$ cat config.mk
export PLATFORM = sky130hd
export DESIGN_NAME = segchain_driver
export DESIGN_NICKNAME = d
export VERILOG_FILES = /design/src/rtl/seg_pkg.sv /design/src/rtl/seg_rst_sync.sv /design/src/rtl/seg_phase_timer.sv /design/src/rtl/seg_serializer.sv /design/src/rtl/seg_pwm.sv /design/src/rtl/segchain_driver.sv
export SDC_FILE = /design/constraint.sdc
export NUM_CORES = 1
export LEC_CHECK = 0
export CORE_MARGIN = 1.5
export CORE_UTILIZATION = 50
export CTS_CLUSTER_SIZE = 24
export DETAILED_ROUTE_END_ITERATION = 8
export DONT_BUFFER_PORTS = 1
export PLACE_DENSITY = 0.68
export SYNTH_ARGS = -nofsm -noshare
export SYNTH_HDL_FRONTEND = slang
export SYNTH_SLANG_ARGS = --single-unit
$ cat constraint.sdc
create_clock -name clk -period 1.4 [get_ports clk]
set_input_delay 0.07 -clock clk [delete_from_list [all_inputs] [get_ports clk]]
set_output_delay 0.07 -clock clk [all_outputs]
set_load 0.02 [all_outputs]
$ cat src/rtl/seg_pkg.sv
package seg_pkg;
  typedef enum logic [2:0] {
    ST_CLR      = 3'd0,
    ST_INIT_LAT = 3'd1,
    ST_IDLE     = 3'd2,
    ST_LO       = 3'd3,
    ST_HI       = 3'd4,
    ST_GAP      = 3'd5,
    ST_LAT      = 3'd6
  } seg_state_e;
endpackage

$ cat src/rtl/seg_rst_sync.sv
module seg_rst_sync #(
  parameter int STAGES = 2
) (
  input  logic clk,
  input  logic rst_n_i,
  output logic rst_n_o
);
  logic [STAGES-1:0] sync_q;

  always_ff @(posedge clk or negedge rst_n_i) begin
    if (!rst_n_i) sync_q <= '0;
    else          sync_q <= {sync_q[STAGES-2:0], 1'b1};
  end

  assign rst_n_o = sync_q[STAGES-1];
endmodule

$ cat src/rtl/seg_phase_timer.sv
module seg_phase_timer #(
  parameter int CNT_W = 8
) (
  input  logic             clk,
  input  logic             rst_n,
  input  logic             restart,
  input  logic [CNT_W-1:0] half_cycles,
  output logic             done
);
  logic [CNT_W-1:0] timer_q, timer_d;
  logic [CNT_W-1:0] hp_eff;
  logic             timer_en;

  assign hp_eff = (half_cycles == '0) ? CNT_W'(1) : half_cycles;

  always_comb begin
    timer_en = 1'b0;
    timer_d  = timer_q;
    if (restart) begin
      timer_en = 1'b1;
      timer_d  = hp_eff - CNT_W'(1);
    end else if (timer_q != '0) begin
      timer_en = 1'b1;
      timer_d  = timer_q - CNT_W'(1);
    end
  end

  always_ff @(posedge clk or negedge rst_n) begin
    if (!rst_n)        timer_q <= '0;
    else if (timer_en) timer_q <= timer_d;
  end

  assign done = (timer_q == '0);

  a_r7_restart_loads: assert property (@(posedge clk) disable iff (!rst_n)
    ($past(restart) && $past(half_cycles) <= CNT_W'(1)) |-> done);
endmodule

$ cat src/rtl/seg_serializer.sv
module seg_serializer
  import seg_pkg::*;
#(
  parameter int FRAME_W = 16
) (
  input  logic               clk,
  input  logic               rst_n,
  input  logic               frm_valid,
  input  logic [FRAME_W-1:0] frm_data,
  output logic               frm_ready,
  input  logic               phase_done,
  output logic               phase_restart,
  output logic               ser_data,
  output logic               shift_clk,
  output logic               store_clk,
  output logic               chain_clr_n
);
  localparam int BIT_W = (FRAME_W > 1) ? $clog2(FRAME_W) : 1;

  seg_state_e         state_q, state_d;
  logic [FRAME_W-1:0] shreg_q, shreg_d;
  logic [BIT_W-1:0]   bitc_q, bitc_d;
  logic               sdo_q, sdo_d;
  logic               sclk_q, lclk_q, clr_n_q;
  logic               data_en;

  always_comb begin
    state_d       = state_q;
    shreg_d       = shreg_q;
    bitc_d        = bitc_q;
    sdo_d         = sdo_q;
    data_en       = 1'b0;
    phase_restart = 1'b0;
    unique case (state_q)
      ST_CLR: if (phase_done) begin
        state_d       = ST_INIT_LAT;
        phase_restart = 1'b1;
      end
      ST_INIT_LAT: if (phase_done) state_d = ST_IDLE;
      ST_IDLE: if (frm_valid) begin
        data_en       = 1'b1;
        shreg_d       = frm_data;
        sdo_d         = frm_data[FRAME_W-1];
        bitc_d        = BIT_W'(FRAME_W - 1);
        state_d       = ST_LO;
        phase_restart = 1'b1;
      end
      ST_LO: if (phase_done) begin
        state_d       = ST_HI;
        phase_restart = 1'b1;
      end
      ST_HI: if (phase_done) begin
        phase_restart = 1'b1;
        data_en       = 1'b1;
        if (bitc_q == '0) begin
          sdo_d   = 1'b0;
          state_d = ST_GAP;
        end else begin
          shreg_d = {shreg_q[FRAME_W-2:0], 1'b0};
          sdo_d   = shreg_q[FRAME_W-2];
          bitc_d  = bitc_q - BIT_W'(1);
          state_d = ST_LO;
        end
      end
      ST_GAP: if (phase_done) begin
        state_d       = ST_LAT;
        phase_restart = 1'b1;
      end
      ST_LAT: if (phase_done) state_d = ST_IDLE;
      default: state_d = ST_CLR;
    endcase
  end

  always_ff @(posedge clk or negedge rst_n) begin
    if (!rst_n) begin
      state_q <= ST_CLR;
      sclk_q  <= 1'b0;
      lclk_q  <= 1'b0;
      clr_n_q <= 1'b0;
    end else begin
      state_q <= state_d;
      sclk_q  <= (state_d == ST_HI);
      lclk_q  <= (state_d == ST_LAT) || (state_d == ST_INIT_LAT);
      clr_n_q <= !((state_d == ST_CLR) || (state_d == ST_INIT_LAT));
    end
  end

  always_ff @(posedge clk or negedge rst_n) begin
    if (!rst_n) begin
      shreg_q <= '0;
      bitc_q  <= '0;
      sdo_q   <= 1'b0;
    end else if (data_en) begin
      shreg_q <= shreg_d;
      bitc_q  <= bitc_d;
      sdo_q   <= sdo_d;
    end
  end

  assign frm_ready   = (state_q == ST_IDLE);
  assign ser_data    = sdo_q;
  assign shift_clk   = sclk_q;
  assign store_clk   = lclk_q;
  assign chain_clr_n = clr_n_q;

  a_r5_data_hold_high: assert property (@(posedge clk) disable iff (!rst_n)
    (sclk_q && $past(sclk_q)) |-> $stable(sdo_q));
  a_r6_no_latch_in_shift: assert property (@(posedge clk) disable iff (!rst_n)
    sclk_q |-> !lclk_q);
  a_r3_busy_not_ready: assert property (@(posedge clk) disable iff (!rst_n)
    (sclk_q || lclk_q) |-> !frm_ready);
  a_r2_clear_after_latch: assert property (@(posedge clk) disable iff (!rst_n)
    $rose(clr_n_q) |-> $past(lclk_q));
endmodule

$ cat src/rtl/seg_pwm.sv
module seg_pwm #(
  parameter int PWM_W = 8
) (
  input  logic             clk,
  input  logic             rst_n,
  input  logic [PWM_W-1:0] duty,
  output logic             oe_n
);
  logic [PWM_W-1:0] cnt_q, cnt_d;
  logic             oe_n_q, oe_n_d;

  always_comb begin
    cnt_d  = cnt_q + PWM_W'(1);
    oe_n_d = !(cnt_q < duty);
  end

  always_ff @(posedge clk or negedge rst_n) begin
    if (!rst_n) begin
      cnt_q  <= '0;
      oe_n_q <= 1'b1;
    end else begin
      cnt_q  <= cnt_d;
      oe_n_q <= oe_n_d;
    end
  end

  assign oe_n = oe_n_q;

  a_r9_zero_duty_blank: assert property (@(posedge clk) disable iff (!rst_n)
    ($past(duty) == '0) |-> oe_n_q);
  a_r9_full_duty_lit: assert property (@(posedge clk) disable iff (!rst_n)
    ($past(rst_n) && $past(duty) == '1 && $past(cnt_q) != '1) |-> !oe_n_q);
endmodule

$ cat src/rtl/segchain_driver.sv
module segchain_driver #(
  parameter int DEVICES  = 2,
  parameter int DEV_BITS = 8,
  parameter int HALF_W   = 8,
  parameter int PWM_W    = 8,
  localparam int FRAME_W = DEVICES * DEV_BITS
) (
  input  logic               clk,
  input  logic               rst_n,
  input  logic               frm_valid,
  input  logic [FRAME_W-1:0] frm_data,
  output logic               frm_ready,
  input  logic [HALF_W-1:0]  half_cycles,
  input  logic [PWM_W-1:0]   bright_duty,
  output logic               ser_data,
  output logic               shift_clk,
  output logic               store_clk,
  output logic               chain_clr_n,
  output logic               out_en_n
);
  logic rst_s_n;
  logic phase_done, phase_restart;

  seg_rst_sync #(.STAGES(2)) u_rst (
    .clk(clk), .rst_n_i(rst_n), .rst_n_o(rst_s_n)
  );

  seg_phase_timer #(.CNT_W(HALF_W)) u_timer (
    .clk(clk), .rst_n(rst_s_n), .restart(phase_restart),
    .half_cycles(half_cycles), .done(phase_done)
  );

  seg_serializer #(.FRAME_W(FRAME_W)) u_ser (
    .clk(clk), .rst_n(rst_s_n), .frm_valid(frm_valid), .frm_data(frm_data),
    .frm_ready(frm_ready), .phase_done(phase_done), .phase_restart(phase_restart),
    .ser_data(ser_data), .shift_clk(shift_clk), .store_clk(store_clk),
    .chain_clr_n(chain_clr_n)
  );

  seg_pwm #(.PWM_W(PWM_W)) u_pwm (
    .clk(clk), .rst_n(rst_s_n), .duty(bright_duty), .oe_n(out_en_n)
  );
endmodule

==> out/qor.tcl <==
set qor(timing.final.setup_violations) 34
set qor(cp_common_cell) {sky130_fd_sc_hd__nand3_2}
set qor(most-common-layout-cells) {sky130_fd_sc_hd__buf_4, sky130_fd_sc_hd__dfrtp_1, sky130_fd_sc_hd__nor2_1, sky130_fd_sc_hd__dlygate4sd3_1}
set qor(numCtsBuffers) 5
set qor(layout.cells.most_common) {sky130_fd_sc_hd__buf_4}
set qor(rows) 25
set qor(timing.fmax_mhz) 428
set qor(critPathMaxStageDelay_ns) 0.44
set qor(antenna_found_initial) 0
set qor(setup_ws_final_ns) -0.939
set qor(nets) 382
set qor(critical_path_required_ns) 1.58
set qor(slowest_stage) {sky130_fd_sc_hd__dfrtp_1}
set qor(crit_path_arrival_time_ns) 2.52
set qor(detailedPlace.worstSlack_ns) -0.850
set qor(overflow) 0
set qor(finalNonFillerCells) 404
set qor(drv.max_cap_violation_count) 0
set qor(crit_buf_inv) 0
set qor(standby_leakage_power_uw) 0.00176
set qor(worst-path-max-fanout) 5
set qor(grt_pass1_vias) 2271
set qor(power-per-cell-area_mw_per_mm2) 1480
set qor(grtUsageTotal_pct) 24.4
set qor(worstReg2RegStart) {u_timer.timer_q[4]}
set qor(netlist_top_cells_area) {sky130_fd_sc_hd__dfrtp_1, sky130_fd_sc_hd__o221a_2, sky130_fd_sc_hd__ha_1, sky130_fd_sc_hd__nor2_1, sky130_fd_sc_hd__nand2_1}
set qor(use_met1_pct) 28.9
set qor(post_synth.cell_area_avg_um2) 9.77
set qor(status) {finished with violations}
set qor(hold_violations) 0
set qor(synth-seq-cells) 45
set qor(finalWirelength_um) 6900
set qor(grt_first_pass_wirelength_um) 10000
set qor(synthCells) 252
set qor(yosys_warnings) 0
set qor(globalRoute.busiestLayer) {met2}
set qor(period_minus_slack_ns) 2.34
set qor(final_layout_size_suffix_gt1_share_pct) 44.2
set qor(grt_start_max_net_pins) 32
set qor(detail_route.vias_per_cell) 5.59
set qor(min_to) {u_timer.timer_q[5]}
set qor(floorplan.die.height_um) 73.2
set qor(yosysSeqAreaShare_pct) 45.8
set qor(gpl.final_weighted_congestion) 0.927
set qor(die-area_mm2) 0.00535
set qor(cp-end-kind) {flop}
set qor(most_used_flip_flop_cell_after_synthesis) {sky130_fd_sc_hd__dfrtp_1}
set qor(hold_path_startpoint) {half_cycles[4]}
set qor(clk_latency_ns) 0.29
set qor(synth-async-reset-ratio_pct) 100
set qor(synth.lib_cells_used.distinct) 51
set qor(utilization_pct) 81.5
set qor(grt_util_met3_pct) 6.08
set qor(inserted_diodes) 0
set qor(path_delay_family) {simple AND/OR/NAND/NOR gates}
set qor(synth_largest_area_cell) {sky130_fd_sc_hd__dfrtp_1}
set qor(timing.critical_path.from_type) {flop}
set qor(setup_repair_after_global_routing_missed_its_margin) {yes}
set qor(placedCellCount) 356
set qor(crit_path_cell_trace) {nor4_4, nand3_2, o211a_1, o31ai_2, ha_2, nand3_2, xnor2_1, nor2_1, a31oi_1}
set qor(vdd_drop_max_uv) 1180
set qor(hold-worst-slack_ns) 0.0341
set qor(skew_ns) 0.00531
set qor(numPortBuffers) 0
set qor(drt.antenna.violating_nets) 0
set qor(detail_route.iter0.violations) 137
set qor(ioPinCount) 41
set qor(detailedRoute.firstPassIterationCount) 4
set qor(maxSlewViolCount) 0
set qor(use_met2_pct) 43.2
set qor(synth_cell_area_mm2) 0.00246
set qor(drc) 0
set qor(worst_setup_path_startpoint) {u_timer.timer_q[4]}
set qor(synth_top_area_share_pct) 44.7
set qor(cts_tree) {done}
set qor(timing.hold.worst_path_depth) 2
set qor(die_wd_um) 73.2
set qor(numClockSinks) 45
set qor(dr_total_vias) 2260
set qor(path_clk_slew_ns) 0.09
set qor(core_area_mm2) 0.00472
set qor(violations_in_the_final_reports) {setup timing}
set qor(syn_nets) 298
set qor(timing.reg2reg.setup_slack_ns) -0.94
set qor(worst_r2r_path_depth) 9
set qor(routedWlPerCell_um) 17.1
set qor(number_of_synthesized_flops_with_an_enable_pin) 0
set qor(area.growth.synth_to_final_pct) 56.4
set qor(floorplan.initialDensity_pct) 52.1
set qor(timing.setup.critical_path_class) {reg2reg}
set qor(clk_root_buffer_cell) {sky130_fd_sc_hd__clkbuf_8}
set qor(final.period_utilization_pct) 167
set qor(clock_path_buffers) 2
set qor(cts_max_level) 2
set qor(dp.final_hpwl_um) 3930
set qor(regToRegEndpoint) {u_timer.timer_q[6]}
set qor(hold_class) {in2reg}
## registers in the layout (all words and copies together), names as in the netlist
register and count:
u_ser.shreg_q 15, u_ser.state_q 3, u_pwm.oe_n 1, u_ser.chain_clr_n 1, u_ser.store_clk 1, u_rst.sync_q 2
u_pwm.cnt_q 8, u_ser.shift_clk 1, u_ser.bitc_q 4, u_ser.ser_data 1, u_timer.timer_q 8
## cell families (layout without fill, tap and decap cells)
| kind of cell | count (synthesis) | in the layout | synth area share (%) |
|---|---|---|---|
| mux | 3 | 3 | 1.27 |
| flops | 45 | 45 | 45.8 |
| simple gates | 89 | 89 | 17.5 |
| buf+inv | 27 | 112 | 6.15 |
| fa+ha+maj | 11 | 11 | 5.59 |
| xor+xnor | 10 | 10 | 3.56 |
| other cells | 1 | 1 | 0.152 |
| compound gates | 66 | 66 | 20.0 |
## power by group
part | switching, µW | leakage [µW] | total (µW) | internal [µW]
registers | 419 | 0.000510 | 2130 | 1710
logic | 1150 | 0.00121 | 2740 | 1590
clock network | 438 | 0.0000445 | 840 | 402
## worst max-delay path by stage
stage	endpoint	slack (ns)	cells after the start
global placement	u_timer.timer_q[6]	-0.77	8
global route	u_timer.timer_q[6]	-1.06	9
floorplan	u_timer.timer_q[4]	-0.89	8
detailed placement	u_timer.timer_q[6]	-0.85	8
finish	u_timer.timer_q[6]	-0.94	9
CTS	u_ser.shreg_q[13]	-0.79	7
## per-layer routing
| metal | wire length (µm) | vias up |
|---|---|---|
| met5 | 0 | - |
| met2 | 3620 | 52 |
| met3 | 254 | 19 |
| met1 | 2830 | 1112 |
| met4 | 201 | 0 |
| li1 | - | 1077 |
## metrics by stage
stage	setup TNS (ns)	total power (µW)	instance area [µm²]
finish	-19.70	5720	3850
global route	-22.14	6030	3850
CTS	-20.89	5270	3520
detailed placement	-17.59	3990	2950
global placement	-17.11	3930	2950
floorplan	-13.13	3260	2570
## cell type report
| class | count | area [µm²] |
|---|---|---|
| well taps | 67 | 83.8 |
| flip-flops and latches | 45 | 1130 |
| multi-input cells | 180 | 1610 |
| repair buffers | 89 | 872 |
| clock inverters | 1 | 7.51 |
| inverters | 15 | 56.3 |
| fillers | 252 | 872 |
| clock buffers | 7 | 86.3 |
## what timing repair did
action                                 CTS  global route
setup buffers                           10            11
cloned                                   3             0
endpoints found under the hold margin   22             0
pin swaps                                5            17
setup endpoints to repair               35            36
resized for setup                       22            74
hold buffers                            22             0
## synth_stat cells, drive strengths merged, types with 2 or more instances
cell type,instances
a21oi,7
a31oi,7
and3,3
buf,8
clkbuf,4
dfrtp,44
ha,11
inv,15
mux2i,2
nand2,24
nand2b,2
nand3,7
nor2,30
nor2b,2
nor3,7
nor3b,2
nor4,2
o211ai,2
o21a,2
o21ai,16
o221a,14
o22ai,2
o31ai,3
or2,2
or3,4
or3b,2
xnor2,7
xor2,3
(Power assumes the default switching activity.)
